<file path="config.mk">
export PLATFORM = sky130hd
export DESIGN_NAME = ts_sync_irq
export DESIGN_NICKNAME = d
export VERILOG_FILES = /design/src/rtl/tsi_pkg.sv /design/src/rtl/tsi_slot_ctl.sv /design/src/rtl/tsi_irq_dp.sv /design/src/rtl/ts_sync_irq.sv
export SDC_FILE = /design/constraint.sdc
export NUM_CORES = 1
export LEC_CHECK = 0
export ABC_AREA = 0
export BUFFER_PORTS_ARGS = -buffer_cell sky130_fd_sc_hd__clkbuf_2
export CAP_MARGIN = 20
export CORE_MARGIN = 2
export CORE_UTILIZATION = 48
export DETAILED_ROUTE_END_ITERATION = 8
export MAX_ROUTING_LAYER = met4
export PLACE_DENSITY = 0.8
export SETUP_SLACK_MARGIN = 0.02
export SYNTH_ARGS = -nofsm -noshare
export SYNTH_HDL_FRONTEND = slang
export SYNTH_HIERARCHICAL = 1
export SYNTH_SLANG_ARGS = --single-unit
</file>
<file path="constraint.sdc">
create_clock -name clk -period 2.95 [get_ports clk]
set_clock_uncertainty 0.2 [all_clocks]
set_input_delay 0.4425 -clock clk [delete_from_list [all_inputs] [get_ports clk]]
set_output_delay 0.4425 -clock clk [all_outputs]
set_load 0.02 [all_outputs]
</file>
<file path="src/rtl/tsi_pkg.sv">
`timescale 1ns/1ps
package tsi_pkg;
  localparam int CH_N         = 4;   // channels
  localparam int SLOT_W       = 5;   // slot number width
  localparam int BCL_PER_SLOT = 8;   // bit clocks per slot
  localparam int DCL_PER_BCL  = 2;   // data clocks per bit clock
  localparam int DLY_SLOW_BCL = 2;   // delay with select = 0
  localparam int DLY_FAST_BCL = 1;   // delay with select = 1

  localparam int SLOT_DCL = BCL_PER_SLOT * DCL_PER_BCL;
  localparam int PH_W     = $clog2(SLOT_DCL);
  localparam int DLY_SLOW = DLY_SLOW_BCL * DCL_PER_BCL;
  localparam int DLY_FAST = DLY_FAST_BCL * DCL_PER_BCL;
  localparam int ST_W     = 2 * CH_N;

  // strobes passed from the control to the datapath
  typedef struct packed {
    logic [CH_N-1:0] hit;      // transfer event instant per channel
    logic [CH_N-1:0] clrSti;   // acknowledge of transfer flags
    logic [CH_N-1:0] clrStov;  // acknowledge of overflow flags
  } ctlStrb_t;
endpackage

</file>
<file path="src/rtl/tsi_slot_ctl.sv">
`timescale 1ns/1ps
module tsi_slot_ctl
  import tsi_pkg::*;
(
  input  logic                   clk,
  input  logic                   rstN,
  input  logic                   fsc,
  input  logic [CH_N*SLOT_W-1:0] slotSel,
  input  logic [CH_N-1:0]        dps,
  input  logic                   ackWr,
  input  logic [ST_W-1:0]        ackData,
  output ctlStrb_t               strb
);
  localparam logic [PH_W-1:0] PH_LAST = PH_W'(SLOT_DCL - 1);
  localparam logic [PH_W-1:0] PH_FAST = PH_W'(DLY_FAST - 1);
  localparam logic [PH_W-1:0] PH_SLOW = PH_W'(DLY_SLOW - 1);

  logic [PH_W-1:0]   dclCnt;
  logic [SLOT_W-1:0] slotCnt;

  always_ff @(posedge clk) begin
    if (!rstN || fsc) begin
      dclCnt  <= '0;
      slotCnt <= '0;
    end else begin
      dclCnt <= dclCnt + 1'b1;
      if (dclCnt == PH_LAST) slotCnt <= slotCnt + 1'b1;
    end
  end

  // an event falls in the slot after the selected one, at the delayed phase
  for (genvar i = 0; i < CH_N; i++) begin : g_hit
    logic [SLOT_W-1:0] afterSel;
    assign afterSel   = slotSel[i*SLOT_W +: SLOT_W] + 1'b1;
    assign strb.hit[i] = (slotCnt == afterSel) &&
                         (dclCnt == (dps[i] ? PH_FAST : PH_SLOW));
  end

  assign strb.clrSti  = ackData[CH_N-1:0]    & {CH_N{ackWr}};
  assign strb.clrStov = ackData[ST_W-1:CH_N] & {CH_N{ackWr}};

  // sync restarts the count; the slot steps when the phase wraps
  a_r1_frame_restart: assert property (@(posedge clk) disable iff (!rstN)
    fsc |=> (dclCnt == '0) && (slotCnt == '0));
  a_r1_slot_step: assert property (@(posedge clk) disable iff (!rstN)
    (!fsc && dclCnt == PH_LAST) |=> slotCnt == $past(slotCnt) + 1'b1);
endmodule

</file>
<file path="src/rtl/tsi_irq_dp.sv">
`timescale 1ns/1ps
module tsi_irq_dp
  import tsi_pkg::*;
(
  input  logic            clk,
  input  logic            rstN,
  input  ctlStrb_t        strb,
  input  logic [CH_N-1:0] inEn,
  input  logic [CH_N-1:0] outEn,
  input  logic [CH_N-1:0] stiMask,
  input  logic [CH_N-1:0] stovMask,
  output logic [CH_N-1:0] stiSt,
  output logic [CH_N-1:0] stovSt
);
  logic [CH_N-1:0] stiSet;
  logic [CH_N-1:0] ovf;
  logic [CH_N-1:0] stovSet;

  assign stiSet = strb.hit & inEn & ~stiMask;
  assign ovf    = stiSet & stiSt;

  // own routing for unmasked transfer flags, lent routing for masked ones
  for (genvar i = 0; i < CH_N; i++) begin : g_route
    logic [CH_N-1:0] othersMask;
    logic            otherOvf;
    assign othersMask = ~(CH_N'(1) << i);
    assign otherOvf   = |(ovf & othersMask);
    assign stovSet[i] = outEn[i] && !stovMask[i] &&
                        (stiMask[i] ? otherOvf : ovf[i]);

    // a transfer flag rises only with input enabled and unmasked
    a_r3_sti_gate: assert property (@(posedge clk) disable iff (!rstN)
      (stiSt[i] && !$past(stiSt[i])) |-> $past(inEn[i] && !stiMask[i]));
    // an overflow flag rises only with output enabled and unmasked
    a_r4_stov_gate: assert property (@(posedge clk) disable iff (!rstN)
      (stovSt[i] && !$past(stovSt[i])) |-> $past(outEn[i] && !stovMask[i]));
    // an overflow needs some transfer flag already pending
    a_r5_stov_needs_pending: assert property (@(posedge clk) disable iff (!rstN)
      (stovSt[i] && !$past(stovSt[i])) |-> $past(|stiSt));
    // acknowledge without a competing set leaves the flag clear
    a_r8_ack_clears: assert property (@(posedge clk) disable iff (!rstN)
      (strb.clrSti[i] && !stiSet[i]) |=> !stiSt[i]);
  end

  always_ff @(posedge clk) begin
    if (!rstN) begin
      stiSt  <= '0;
      stovSt <= '0;
    end else begin
      stiSt  <= (stiSt  & ~strb.clrSti)  | stiSet;
      stovSt <= (stovSt & ~strb.clrStov) | stovSet;
    end
  end
endmodule

</file>
<file path="src/rtl/ts_sync_irq.sv">
`timescale 1ns/1ps
module ts_sync_irq
  import tsi_pkg::*;
(
  input  logic                   clk,
  input  logic                   rstN,
  input  logic                   fsc,
  input  logic [CH_N*SLOT_W-1:0] slotSel,
  input  logic [CH_N-1:0]        dps,
  input  logic [CH_N-1:0]        inEn,
  input  logic [CH_N-1:0]        outEn,
  input  logic [CH_N-1:0]        stiMask,
  input  logic [CH_N-1:0]        stovMask,
  input  logic                   ackWr,
  input  logic [ST_W-1:0]        ackData,
  output logic [ST_W-1:0]        status,
  output logic                   irq
);
  ctlStrb_t        strb;
  logic [CH_N-1:0] stiSt;
  logic [CH_N-1:0] stovSt;

  tsi_slot_ctl u_ctl (
    .clk     (clk),
    .rstN    (rstN),
    .fsc     (fsc),
    .slotSel (slotSel),
    .dps     (dps),
    .ackWr   (ackWr),
    .ackData (ackData),
    .strb    (strb)
  );

  tsi_irq_dp u_dp (
    .clk      (clk),
    .rstN     (rstN),
    .strb     (strb),
    .inEn     (inEn),
    .outEn    (outEn),
    .stiMask  (stiMask),
    .stovMask (stovMask),
    .stiSt    (stiSt),
    .stovSt   (stovSt)
  );

  assign status = {stovSt, stiSt};
  assign irq    = |(stiSt & ~stiMask) | |(stovSt & ~stovMask);

  // the request stays low while every status bit is clear
  a_r9_irq_quiet: assert property (@(posedge clk) disable iff (!rstN)
    (status == '0) |-> !irq);
endmodule

</file>
==> key figures <==
Run status
  – Status: completed

Finish
  – Nets: 292
  – Final instance area: 1770 sq um
  – Layout cell share with drive strength beyond 1: 0.305
  – Commonest non-fill, non-tap cell in the layout: clkbuf_2
  – Area Overhead vs Synth: 24.2%
  – Commonest cells after routing, fill and taps aside: clkbuf_2 (60), xnor2_1 (19), nor2_1 (18), dfxtp_1 (16), and2_1 (15)
  – Inserted Diodes: 0

STA
  – F_max: 0.388 GHz
  – TNS Setup: 0 ns
  – Hold Slack: 0.241 ns
  – Final Max Slew Viols: 0
  – Count of final hold-check violations: 0
  – RSZ-0062 raised after global routing: no
  – Setup violators final: 0
  – Share of the clock period used by the worst path: 0.873
  – Slew @ Worst Pin: 0.384 ns
  – Fin crit period: 2.57 ns
  – Relative slew margins: 0.744

Synthesis
  – Mapped Avg Cell Area: 8.12 sq um
  – Largest family of logic cells by synthesized area: simple AND/OR/NAND/NOR gates
  – Sequential share of the synthesized area: 0.239
  – Simple-Gate Fraction of Synth Area: 0.314
  – Warnings from Yosys: 6
  – Asr flop ratio synth: 0
  – Synth Flop Type: dfxtp_1
  – Post-synth EDFFs: 0
  – Top cell type by total area after synthesis: dfxtp_1
  – Top post-synthesis cells by area: dfxtp_1 (24%), xnor2_1 (12%), xor2_1 (8.6%), and2_1 (6.6%), ha_1 (5.3%)
  – Multiplexer area fraction after synthesis: 0.00704
  – Mapped cell area: 1420 sq um
  – FF+latch count, synth: 17
  – Yosys top cell area share: 0.239
  – Post-synthesis compound-gate area fraction: 0.121
  – Synth Instances: 175
  – Adder-Cell Fraction of Synth Area: 0.0528
  – Post-Syn Nets: 233
  – Synth Area in XOR/XNOR: 0.203
  – Unique cell type count in the Yosys netlist: 31

Die
  – CORE AREA: 2780 sq um
  – Die Height: 58.4 microns
  – Die W: 58.4 microns
  – Initial Util: 0.511
  – Die area: 3410 sq um
  – Row count: 19
  – I/O Pins: 61

Power
  – Pleak: 0.000777 uW
  – Logic pwr share: 0.231
  – Reg power frac: 0.501
  – Net switching fraction of the power: 0.274
  – Pwr dens: 264 nW/um^2
  – Sw power: 128 uW
  – Power share of the clock group: 0.268
  – Pint: 339 uW
  – Max VDD drop: 0.364 mV

Clock network
  – Post-CTS Setup Repair Bufs: 0
  – Clk_lat worst skew: 0.29 ns
  – CTS tree: done
  – Cts hold-fix bufs: 0
  – # H-tree levels: 1
  – Deepest clock path buffer count: 2
  – CTS Sinks: 17
  – CTS Root Cell: clkbuf_4
  – CTS buffer count: 3
  – Clock slew at reported path FFs: 0.10 ns

GRT
  – All-Layer GR Usage: 0.199
  – GR Util met2: 0.361
  – Initial antenna violation count: 0
  – First-pass GRT wire length: 5230 microns
  – M1 GR Usage: 0.218
  – Grt met3 use: 0.0484
  – Vias in the first global route: 1354
  – Largest net degree at the start of global routing: 11
  – GRT Max-Usage Layer: met2
  – Grt ovf: 0

Critical path
  – Worst setup SP type: flop
  – Worst R2R Setup Slack: 0.38 ns
  – Origin of the critical flop-to-flop path: u_ctl/slotCnt[4]
  – Crit path DAT: 2.62 ns
  – Crit Path Max Fanout: 5
  – CP Class: flop to flop
  – Worst-case reg-to-reg path depth: 7
  – Reg2reg end: u_dp/stovSt[1]
  – Crit path capture type: flop
  – WP data required: 2.99 ns

Hold path
  – Hold path cells: 3
  – HP Start: outEn[3]
  – Hold Crit Endpoint: u_dp/stovSt[3]
  – Min-delay worst type: primary input to flop

Routing
  – Drt via density: 5.33
  – Residual DRC: 0
  – DR WL/cell: 12.1 microns
  – Routed WL: 3190 microns
  – Post-route ant nets: 0
  – Via count: 1408
  – Drt pass-1 iters: 4
  – 1st-iter DRT viols: 43

Placement
  – PortBufs: 60
  – Post-DP HPWL: 2680 microns
  – Area after DPL: 1740 sq um
  – RD Place Congestion: 0.830

Job
  – Max cap viols: 0
-- per-stage QoR --
step | instances | utilization | worst slack [ns] | total power (uW)
floorplan | 175 | - | 0.452 | 293
global placement | 260 | 0.624 | 0.189 | 346
detailed placement | 260 | 0.624 | 0.128 | 347
CTS | 264 | 0.634 | 0.240 | 473
global route | 264 | 0.635 | 0.0896 | 496
finish | 264 | 0.635 | 0.376 | 467
-- kinds of logic (layout without fill, tap and decap cells) --
kind of cell,count (synthesis),after routing
and+or+nand+nor,75,75
xor gates and xnor gates,33,33
AOI/OAI and AO/OA,22,22
buffers and inverters,21,79
DFF,17,17
adders and majority gates,6,6
muxes,1,1
-- per-layer routing --
layer,up-vias,share of wire
met5,-,0
met2,27,0.52
li1,721,-
met4,0,0.0038
met1,658,0.42
met3,2,0.052
-- area by class of cell --
cell class | count | area [sq um]
clock buffers | 3 | 22.5
clock inverters | 1 | 5.00
multi-input cells | 137 | 993
repair buffers | 62 | 315
inverters | 13 | 48.8
well taps | 31 | 38.8
fillers | 252 | 1020
flip-flops and latches | 17 | 342
-- worst max-delay path by stage --
| stage | slack (ns) | startpoint | to | depth (start not counted) |
|---|---|---|---|---|
| 6_report | 0.38 | u_ctl/slotCnt[4] | u_dp/stovSt[1] | 7 |
| 5_1_grt | 0.09 | u_ctl/slotCnt[4] | u_dp/stovSt[1] | 7 |
| 4_1_cts | 0.24 | u_ctl/slotCnt[4] | u_dp/stovSt[1] | 7 |
| 3_5_place_dp | 0.13 | slotSel[0] | u_dp/stovSt[1] | 9 |
| 3_3_place_gp | 0.19 | slotSel[0] | u_dp/stovSt[0] | 9 |
| 2_1_floorplan | 0.45 | slotSel[0] | u_dp/stovSt[0] | 8 |
-- cell usage after synthesis (all sizes together), types with 3 or more instances --
| library cell | n |
|---|---|
| dfxtp | 17 |
| and2 | 15 |
| a2111oi | 3 |
| ha | 6 |
| or4b | 3 |
| nor2b | 3 |
| nor2 | 18 |
| o21a | 3 |
| and4b | 4 |
| o21ai | 4 |
| nand3 | 9 |
| clkbuf | 6 |
| nor4b | 3 |
| xor2 | 14 |
| nand4 | 3 |
| inv | 13 |
| o311ai | 3 |
| o22ai | 8 |
| nand2 | 8 |
| xnor2 | 19 |
-- critical path: stages (launching register included) --
cell and delay (ns):
dfxtp_2 0.44, xnor2_1 0.12, or4b_1 0.52, a2111oi_2 0.37
and4b_1 0.34, nor4_4 0.08, nor4b_1 0.29, o21a_1 0.16
-- sequential cells by signal, summed over array words and instances (netlist names) --
signal and count:
u_dp/stovSt 4, u_ctl/slotCnt 5, u_dp/stiSt 4, u_ctl/dclCnt 4
-- power by group through the flow --
stage	clock network (uW)	logic [uW]	registers (uW)
after floorplan	0	54.4	238
after global placement	0	107	239
after detailed placement	0	108	239
after CTS	130	109	234
after global routing	142	121	234
final	125	108	234
-- what timing repair did --
action / in CTS / in global routing
endpoints found under the setup margin: 0 / 1
gates resized for setup: 0 / 1
endpoints found under the hold margin: 0 / 0
Power figures use the tool's default switching activity.
